File: config.mk
export PLATFORM = sky130hd
export DESIGN_NAME = sas_unit
export DESIGN_NICKNAME = d
export VERILOG_FILES = /design/src/rtl/sas_pkg.sv /design/src/rtl/sas_idx_prep.sv /design/src/rtl/sas_scaler.sv /design/src/rtl/sas_adder.sv /design/src/rtl/sas_unit.sv
export SDC_FILE = /design/constraint.sdc
export NUM_CORES = 1
export LEC_CHECK = 0
export BUFFER_PORTS_ARGS = -buffer_cell sky130_fd_sc_hd__buf_2
export CELL_PAD_IN_SITES_DETAIL_PLACEMENT = 2
export CELL_PAD_IN_SITES_GLOBAL_PLACEMENT = 2
export CORE_MARGIN = 1.5
export CORE_UTILIZATION = 32
export CTS_CLUSTER_SIZE = 24
export DETAILED_ROUTE_END_ITERATION = 8
export PLACE_DENSITY_LB_ADDON = 0.1
export SLEW_MARGIN = 0
export SYNTH_ARGS = -nofsm -noshare
export SYNTH_HDL_FRONTEND = slang
export SYNTH_HIERARCHICAL = 1
export SYNTH_SLANG_ARGS = --single-unit
export TNS_END_PERCENT = 1
File: constraint.sdc
create_clock -name clk -period 5.25 [get_ports clk]
set_clock_uncertainty 0.05 [all_clocks]
set_input_delay 1.575 -clock clk [delete_from_list [all_inputs] [get_ports clk]]
set_output_delay 1.575 -clock clk [all_outputs]
set_load 0.005 [all_outputs]
File: src/rtl/sas_pkg.sv
package sas_pkg;
  typedef enum logic {
    SAS_FULL = 1'b0,
    SAS_WORD = 1'b1
  } sas_mode_e;

  localparam int SAS_DATA_W_DEF  = 64;
  localparam int SAS_WORD_W_DEF  = 32;
  localparam int SAS_SCALE_W_DEF = 2;
endpackage

File: src/rtl/sas_idx_prep.sv
module sas_idx_prep
  import sas_pkg::*;
#(
  parameter int DATA_W = SAS_DATA_W_DEF,
  parameter int WORD_W = SAS_WORD_W_DEF
) (
  input  logic              word_mode,
  input  logic [DATA_W-1:0] index_in,
  output logic [DATA_W-1:0] prep_idx
);
  localparam int PAD_W = DATA_W - WORD_W;

  function automatic logic [DATA_W-1:0] low_zext(input logic [DATA_W-1:0] v);
    return {{PAD_W{1'b0}}, v[WORD_W-1:0]};
  endfunction

  always_comb begin
    if (sas_mode_e'(word_mode) == SAS_WORD) prep_idx = low_zext(index_in);
    else                                    prep_idx = index_in;
  end
endmodule

File: src/rtl/sas_scaler.sv
module sas_scaler
  import sas_pkg::*;
#(
  parameter int DATA_W  = SAS_DATA_W_DEF,
  parameter int SCALE_W = SAS_SCALE_W_DEF
) (
  input  logic [SCALE_W-1:0] scale,
  input  logic [DATA_W-1:0]  value_in,
  output logic [SCALE_W:0]   shamt,
  output logic [DATA_W-1:0]  value_out
);
  localparam int NSEL    = 1 << SCALE_W;
  localparam int SHAMT_W = SCALE_W + 1;

  logic [DATA_W-1:0] cand [NSEL];

  // one fixed-distance candidate per scale code, distance = code + 1
  for (genvar s = 0; s < NSEL; s++) begin : g_cand
    assign cand[s] = value_in << (s + 1);
  end

  function automatic logic [SHAMT_W-1:0] dist_of(input logic [SCALE_W-1:0] sc);
    return {1'b0, sc} + SHAMT_W'(1);
  endfunction

  assign shamt     = dist_of(scale);
  assign value_out = cand[scale];
endmodule

File: src/rtl/sas_adder.sv
module sas_adder
  import sas_pkg::*;
#(
  parameter int DATA_W = SAS_DATA_W_DEF
) (
  input  logic [DATA_W-1:0] a,
  input  logic [DATA_W-1:0] b,
  output logic [DATA_W-1:0] sum
);
  function automatic logic [DATA_W-1:0] add_wrap(input logic [DATA_W-1:0] x,
                                                 input logic [DATA_W-1:0] y);
    logic [DATA_W:0] full;
    full = {1'b0, x} + {1'b0, y};
    return full[DATA_W-1:0];
  endfunction

  assign sum = add_wrap(a, b);
endmodule

File: src/rtl/sas_unit.sv
module sas_unit
  import sas_pkg::*;
#(
  parameter int DATA_W  = SAS_DATA_W_DEF,
  parameter int WORD_W  = SAS_WORD_W_DEF,
  parameter int SCALE_W = SAS_SCALE_W_DEF
) (
  input  logic               clk,
  input  logic               rst,
  input  logic               issue_vld,
  input  logic               word_mode,
  input  logic [SCALE_W-1:0] scale,
  input  logic [DATA_W-1:0]  base_in,
  input  logic [DATA_W-1:0]  index_in,
  output logic               res_vld,
  output logic [DATA_W-1:0]  res_out
);
  localparam int SHAMT_W = SCALE_W + 1;

  logic [DATA_W-1:0]  prep_idx;
  logic [DATA_W-1:0]  scaled_idx;
  logic [SHAMT_W-1:0] shamt;
  logic [DATA_W-1:0]  sum_w;
  logic               load_en;

  sas_idx_prep #(.DATA_W(DATA_W), .WORD_W(WORD_W)) u_prep (
    .word_mode (word_mode),
    .index_in  (index_in),
    .prep_idx  (prep_idx)
  );

  sas_scaler #(.DATA_W(DATA_W), .SCALE_W(SCALE_W)) u_scaler (
    .scale     (scale),
    .value_in  (prep_idx),
    .shamt     (shamt),
    .value_out (scaled_idx)
  );

  sas_adder #(.DATA_W(DATA_W)) u_adder (
    .a   (base_in),
    .b   (scaled_idx),
    .sum (sum_w)
  );

  assign load_en = issue_vld;

  always_ff @(posedge clk) begin
    if (rst) begin
      res_vld <= 1'b0;
      res_out <= '0;
    end else begin
      res_vld <= issue_vld;
      if (load_en) res_out <= sum_w;
    end
  end
endmodule

==> flow_summary.yaml, run 1 <==
timing:
  drv_slew: 0
  finalCriticalPeriod_ps: 4794
  relSlewSlack_pct: 39.80
  clock.fmax_mhz: 208.6
  period_share_pct: 91.31
  tightest_slew_ps: 903.1
  hold_violations: 0
  fin_setup_tns_ps: 0
  hold-worst-slack_ps: 438.7
  setup_viol: 0
  rsz0062_at_grt: "no"
power:
  p_total_w: 0.002532
  p_leak_nw: 4.725
  powerDensity_nw_per_um2: 264.1
  vdd_drop_max_mv: 0.1144
route:
  wl_per_cell_um: 19.37
  dr_total_vias: 7874
  wirelength_um: 28960
  antenna_left: 0
  drt_iter0_markers: 214
  drtPass1Iterations: 6
  drc_errors: 0
  routed_via_density: 5.267
worst_setup_path:
  reg2reg_depth: 2
  timing.rr.end: "res_out[17]$_SDFFE_PP0P_"
  crit_path_end: "res_out[56]$_SDFFE_PP0P_"
  crit_path_max_fanout: 19
  path_class: "input port to flop"
  critPathMaxStageDelay_ps: 380
  startpoint_type: "input port"
  reg2reg_slack_ps: 4510
  critPathLaunch: "scale[0]"
  crit_arrival_ps: 4960
  cp_common_cell: "mux2i_1"
  critPathRequiredTime_ps: 5420
  r2r_start: "res_out[17]$_SDFFE_PP0P_"
  cp_slowest_cell: "ha_1"
  worst_setup_path_end_kind: "flop"
  crit_chain: "buf_4, buf_12, mux2i_1, mux2i_1, ha_1, a21oi_1, o21ai_0, a311oi_1, o21ai_0, a21o_1, nor3_1, o31a_1, o21ai_1, xor2_1, mux2i_1, nor2_1"
clock_tree:
  post-cts-setup-buffers: 0
  ctsResizeCount: 0
  cts_sinks: 65
  htree_levels: 3
  path_clk_slew_ps: 50
  clock_path_buffers: 2
  cts_tree: "built"
  postCtsHoldBufs: 0
  clk_latency_ps: 350
  cts_buffers: 9
  cts_root_buf: "clkbuf_16"
cells_and_area:
  layout-drive-gt1-share_pct: 23.87
  nFillCells: 2912
  area_growth_pct: 18.75
  seq_area_um2: 1301
  multi_input_area_um2: 6070
  final_cells: 1495
  finalNetCount: 1363
  final_area_um2: 9588
grt:
  grt_pass1_vias: 8577
  grt_overflow_total: 0
  grt_pass1_wl_um: 46110
  grt_antenna_before_repair: 3
  grt_use_total_pct: 22.43
  grt_max_degree: 52
synth:
  synth_nets: 1188
  netlist_area_um2: 8074
  yosys_warnings: 6
  syn_avg_cell_area_um2: 8.156
  syn-instance-count: 990
place:
  dpl.cell_count: 1478
  dpl.hpwl_um: 24260
  post_dp_cell_area_um2: 9253
  place_congestion: 0.8136
  port_buffers: 197
floorplanning:
  initial_core_util_pct: 32.91
  rows: 57
  die_y_um: 161.8
  core_um2: 24530
  die_w_um: 161.8
  die_area_um2: 26190
  ios: 199
outcome:
  outcome: "finished, final reports clean"
worst_hold_path:
  hold_class: "flop to flop"
job:
  drv_cap: 0
==> final cells by class <==
class,count,share of cell area [%]
clock inverter,2,0.6264
antenna,2,0.05220
inverter,14,0.5481
tap,324,4.228
multi-input combinational,829,63.30
clock buffer,13,2.819
sequential,65,13.57
timing repair buffer,246,14.85
==> worst min path at each step <==
stage	startpoint	end	slack, ps	cells after the start
after global placement	res_out[25]$_SDFFE_PP0P_	res_out[25]$_SDFFE_PP0P_	420	2
after global routing	res_out[57]$_SDFFE_PP0P_	res_out[57]$_SDFFE_PP0P_	470	2
after CTS	res_out[62]$_SDFFE_PP0P_	res_out[62]$_SDFFE_PP0P_	440	2
after detailed placement	res_out[62]$_SDFFE_PP0P_	res_out[62]$_SDFFE_PP0P_	430	2
final	res_out[57]$_SDFFE_PP0P_	res_out[57]$_SDFFE_PP0P_	440	2
after floorplan	res_out[13]$_SDFFE_PP0P_	res_out[13]$_SDFFE_PP0P_	430	2
==> metrics by stage <==
step                      util (%)  setup WS (ps)
final                        39.08          456.1
after global routing         39.06          57.95
after global placement       37.71          105.9
after detailed placement     37.71          46.69
after CTS                    39.06          399.7
after floorplan                  -          716.8
==> placed cells by master, fill, tap and decap left out, types with 4 or more instances in the layout <==
cell type and n:
buf_2 194, mux2i_1 180, nor2_1 114, a21oi_1 79
dfxtp_1 65, nand2_1 64, ha_1 63, buf_4 47
xnor2_1 39, o21ai_0 39, nor2b_1 35, xor2_1 22
nor3_1 21, nand4_1 17, a21o_1 17, o21bai_1 17
nand3_1 16, inv_1 14, clkbuf_16 9, a211oi_1 9
o21a_1 7, nand2b_1 6, o211ai_1 5, and3_1 5
buf_12 5, and2_1 4, or2_2 4, a21boi_0 4
nor4_1 4, o31ai_1 4
==> layer usage <==
layer  global-route usage [%]  wire (um)
met4                    5.254        358
met5                        0         16
met2                    40.11      14190
met1                    28.07      13350
met3                    3.626       1051
==> worst max-delay path: cells and delay by family <==
kind	cells	cell delay, ps
AOI/OAI and AO/OA	7	1560
adders and majority gates	1	380
muxes	3	560
xor gates and xnor gates	1	160
and+or+nand+nor	2	350
buffers and inverters	2	340
==> report_power, final <==
| part | total, W | switching [W] | internal [W] |
|---|---|---|---|
| clock network | 0.000692 | 0.000240 | 0.000453 |
| logic | 0.00124 | 0.000698 | 0.000539 |
| registers | 0.000603 | 0.0000359 | 0.000567 |
==> flip-flops by register name, indices dropped and copies added, names as in the netlist <==
signal   cells
res_out     64
res_vld      1
(Power assumes the default switching activity.)
==> run 2: changes to the inputs <==
--- a/config.mk
+++ b/config.mk
@@ -6,12 +6,11 @@
 export NUM_CORES = 1
 export LEC_CHECK = 0
 export BUFFER_PORTS_ARGS = -buffer_cell sky130_fd_sc_hd__buf_2
-export CELL_PAD_IN_SITES_DETAIL_PLACEMENT = 2
-export CELL_PAD_IN_SITES_GLOBAL_PLACEMENT = 2
 export CORE_MARGIN = 1.5
-export CORE_UTILIZATION = 32
+export CORE_UTILIZATION = 40
 export CTS_CLUSTER_SIZE = 24
 export DETAILED_ROUTE_END_ITERATION = 8
+export HOLD_SLACK_MARGIN = 0.05
 export PLACE_DENSITY_LB_ADDON = 0.1
 export SLEW_MARGIN = 0
 export SYNTH_ARGS = -nofsm -noshare
==> run 2 against run 1 <==
  * Global-route usage is 0.36 points lower
  * Final cell count is 4.3% lower
  * First-iteration DRC count is 50% higher
  * Highest routed layer is now met4
  * Largest cell class unchanged
  * Critical endpoint unchanged
==> flow_summary.yaml, run 2 (synthesis results as in run 1) <==
clock_tree:
  htree_levels: 3
  cts_tree: "built"
  clk_latency_ps: 340
  postCtsHoldBufs: 0
  clock_path_buffers: 2
  cts_root_buf: "clkbuf_16"
  cts_sinks: 65
  post-cts-setup-buffers: 0
  ctsResizeCount: 0
  cts_buffers: 9
  path_clk_slew_ps: 60
route:
  drc_errors: 0
  wl_per_cell_um: 16.22
  wirelength_um: 23190
  routed_via_density: 5.279
  drtPass1Iterations: 5
  drt_iter0_markers: 321
  antenna_left: 0
  dr_total_vias: 7549
cells_and_area:
  largest_reg_flops: 64
  final_cell_mix: "buf_2 (194), mux2i_1 (180), nor2_1 (114)"
  top_regs: "res_out: 64 flops, res_vld: 1 flops"
  nFillCells: 2118
  finalNetCount: 1358
  layout_commonest_cell: "buf_2"
  diodes: 0
  finish.utilization_pct: 47.86
  final_area_um2: 9407
  area_growth_pct: 16.50
  regMostFlops: "res_out"
  layout-drive-gt1-share_pct: 23.43
floorplanning:
  core_um2: 19650
  ios: 199
  initial_core_util_pct: 41.08
  die_w_um: 145.1
  rows: 51
  die_y_um: 145.1
  die_area_um2: 21050
place:
  post_dp_cell_area_um2: 9116
  dpl.hpwl_um: 19050
  place_congestion: 0.8852
  port_buffers: 197
  dpl_worst_slack_ps: 125.1
grt:
  grt_antenna_before_repair: 0
  grt_pass1_vias: 7395
  use_met3_pct: 3.396
  grt_use_total_pct: 22.07
  grt_util_met2_pct: 36.08
  grt_overflow_total: 0
  grt_pass1_wl_um: 38050
  grt_max_degree: 56
  grt.busiest_layer: "met2"
  use_met1_pct: 30.72
worst_setup_path:
  worst_setup_path_end_kind: "flop"
  crit_arrival_ps: 4990
  startpoint_type: "input port"
  path_class: "input port to flop"
  critPathRequiredTime_ps: 5480
  crit_path_max_fanout: 23
  reg2reg_slack_ps: 4550
power:
  vdd_drop_max_mv: 0.1400
  p_leak_nw: 4.675
  powerDensity_nw_per_um2: 253.2
timing:
  fin_setup_tns_ps: 0
  tightest_slew_ps: 998.1
  setup_viol: 0
  clock.fmax_mhz: 209.8
  drv_slew: 0
  period_share_pct: 90.80
  finalCriticalPeriod_ps: 4767
  hold_violations: 0
  rsz0062_at_grt: "no"
  relSlewSlack_pct: 33.46
  fin_ws_ps: 482.8
outcome:
  outcome: "finished, final reports clean"
worst_hold_path:
  hold_class: "flop to flop"
job:
  drv_cap: 0
==> run 2: layout make-up <==
| class | instances | area [um^2] | area share [%] |
|---|---|---|---|
| repair buffers | 241 | 1361 | 14.47 |
| clock buffers | 13 | 250.2 | 2.660 |
| clock inverters | 3 | 40.04 | 0.4256 |
| well taps | 265 | 331.6 | 3.525 |
| multi-input cells | 829 | 6070 | 64.53 |
| inverters | 14 | 52.55 | 0.5587 |
| flip-flops and latches | 65 | 1301 | 13.83 |
==> run 2: where the power goes <==
| part | switching (W) | total, W | leakage (nW) | internal, W |
|---|---|---|---|---|
| combinational | 0.000642 | 0.00116 | 3.99 | 0.000523 |
| sequential | 0.0000346 | 0.000601 | 0.537 | 0.000567 |
| clock | 0.000235 | 0.000615 | 0.144 | 0.000380 |
==> run 2: critical path, stage by stage <==
cell and delay, ps:
buf_4 240, buf_12 230, mux2i_1 360, mux2i_1 120, ha_1 400, nand4_2 150
o21bai_1 260, o21bai_1 120, a21o_1 220, a21oi_1 250, nor3_1 140, o31a_1 340
o21ai_1 170, xor2_1 170, mux2i_1 90, nor2_1 120
==> run 2: final timing paths <==
path | start | to | cells past startpoint
worst max register to register | res_out[23]$_SDFFE_PP0P_ | res_out[23]$_SDFFE_PP0P_ | 2
worst max-delay path | scale[0] | res_out[56]$_SDFFE_PP0P_ | 16
worst min-delay path | res_out[21]$_SDFFE_PP0P_ | res_out[21]$_SDFFE_PP0P_ | 2
worst min register to register | res_out[21]$_SDFFE_PP0P_ | res_out[21]$_SDFFE_PP0P_ | 2
==> run 2: through the flow <==
step                hold WS (ps)  std cells  power (W)
floorplan                  435.0        990   0.001444
global placement           419.3       1414   0.001771
detailed placement         429.6       1414   0.001772
CTS                        444.6       1430   0.002408
global route               463.9       1430   0.002569
finish                     432.7       1430   0.002381
==> run 2: routing by layer <==
metal / wire [um] / vias to the layer above
li1: - / 3901
met1: 11710 / 3463
met2: 10410 / 167
met3: 872 / 18
met4: 206 / 0
met5: 0 / -
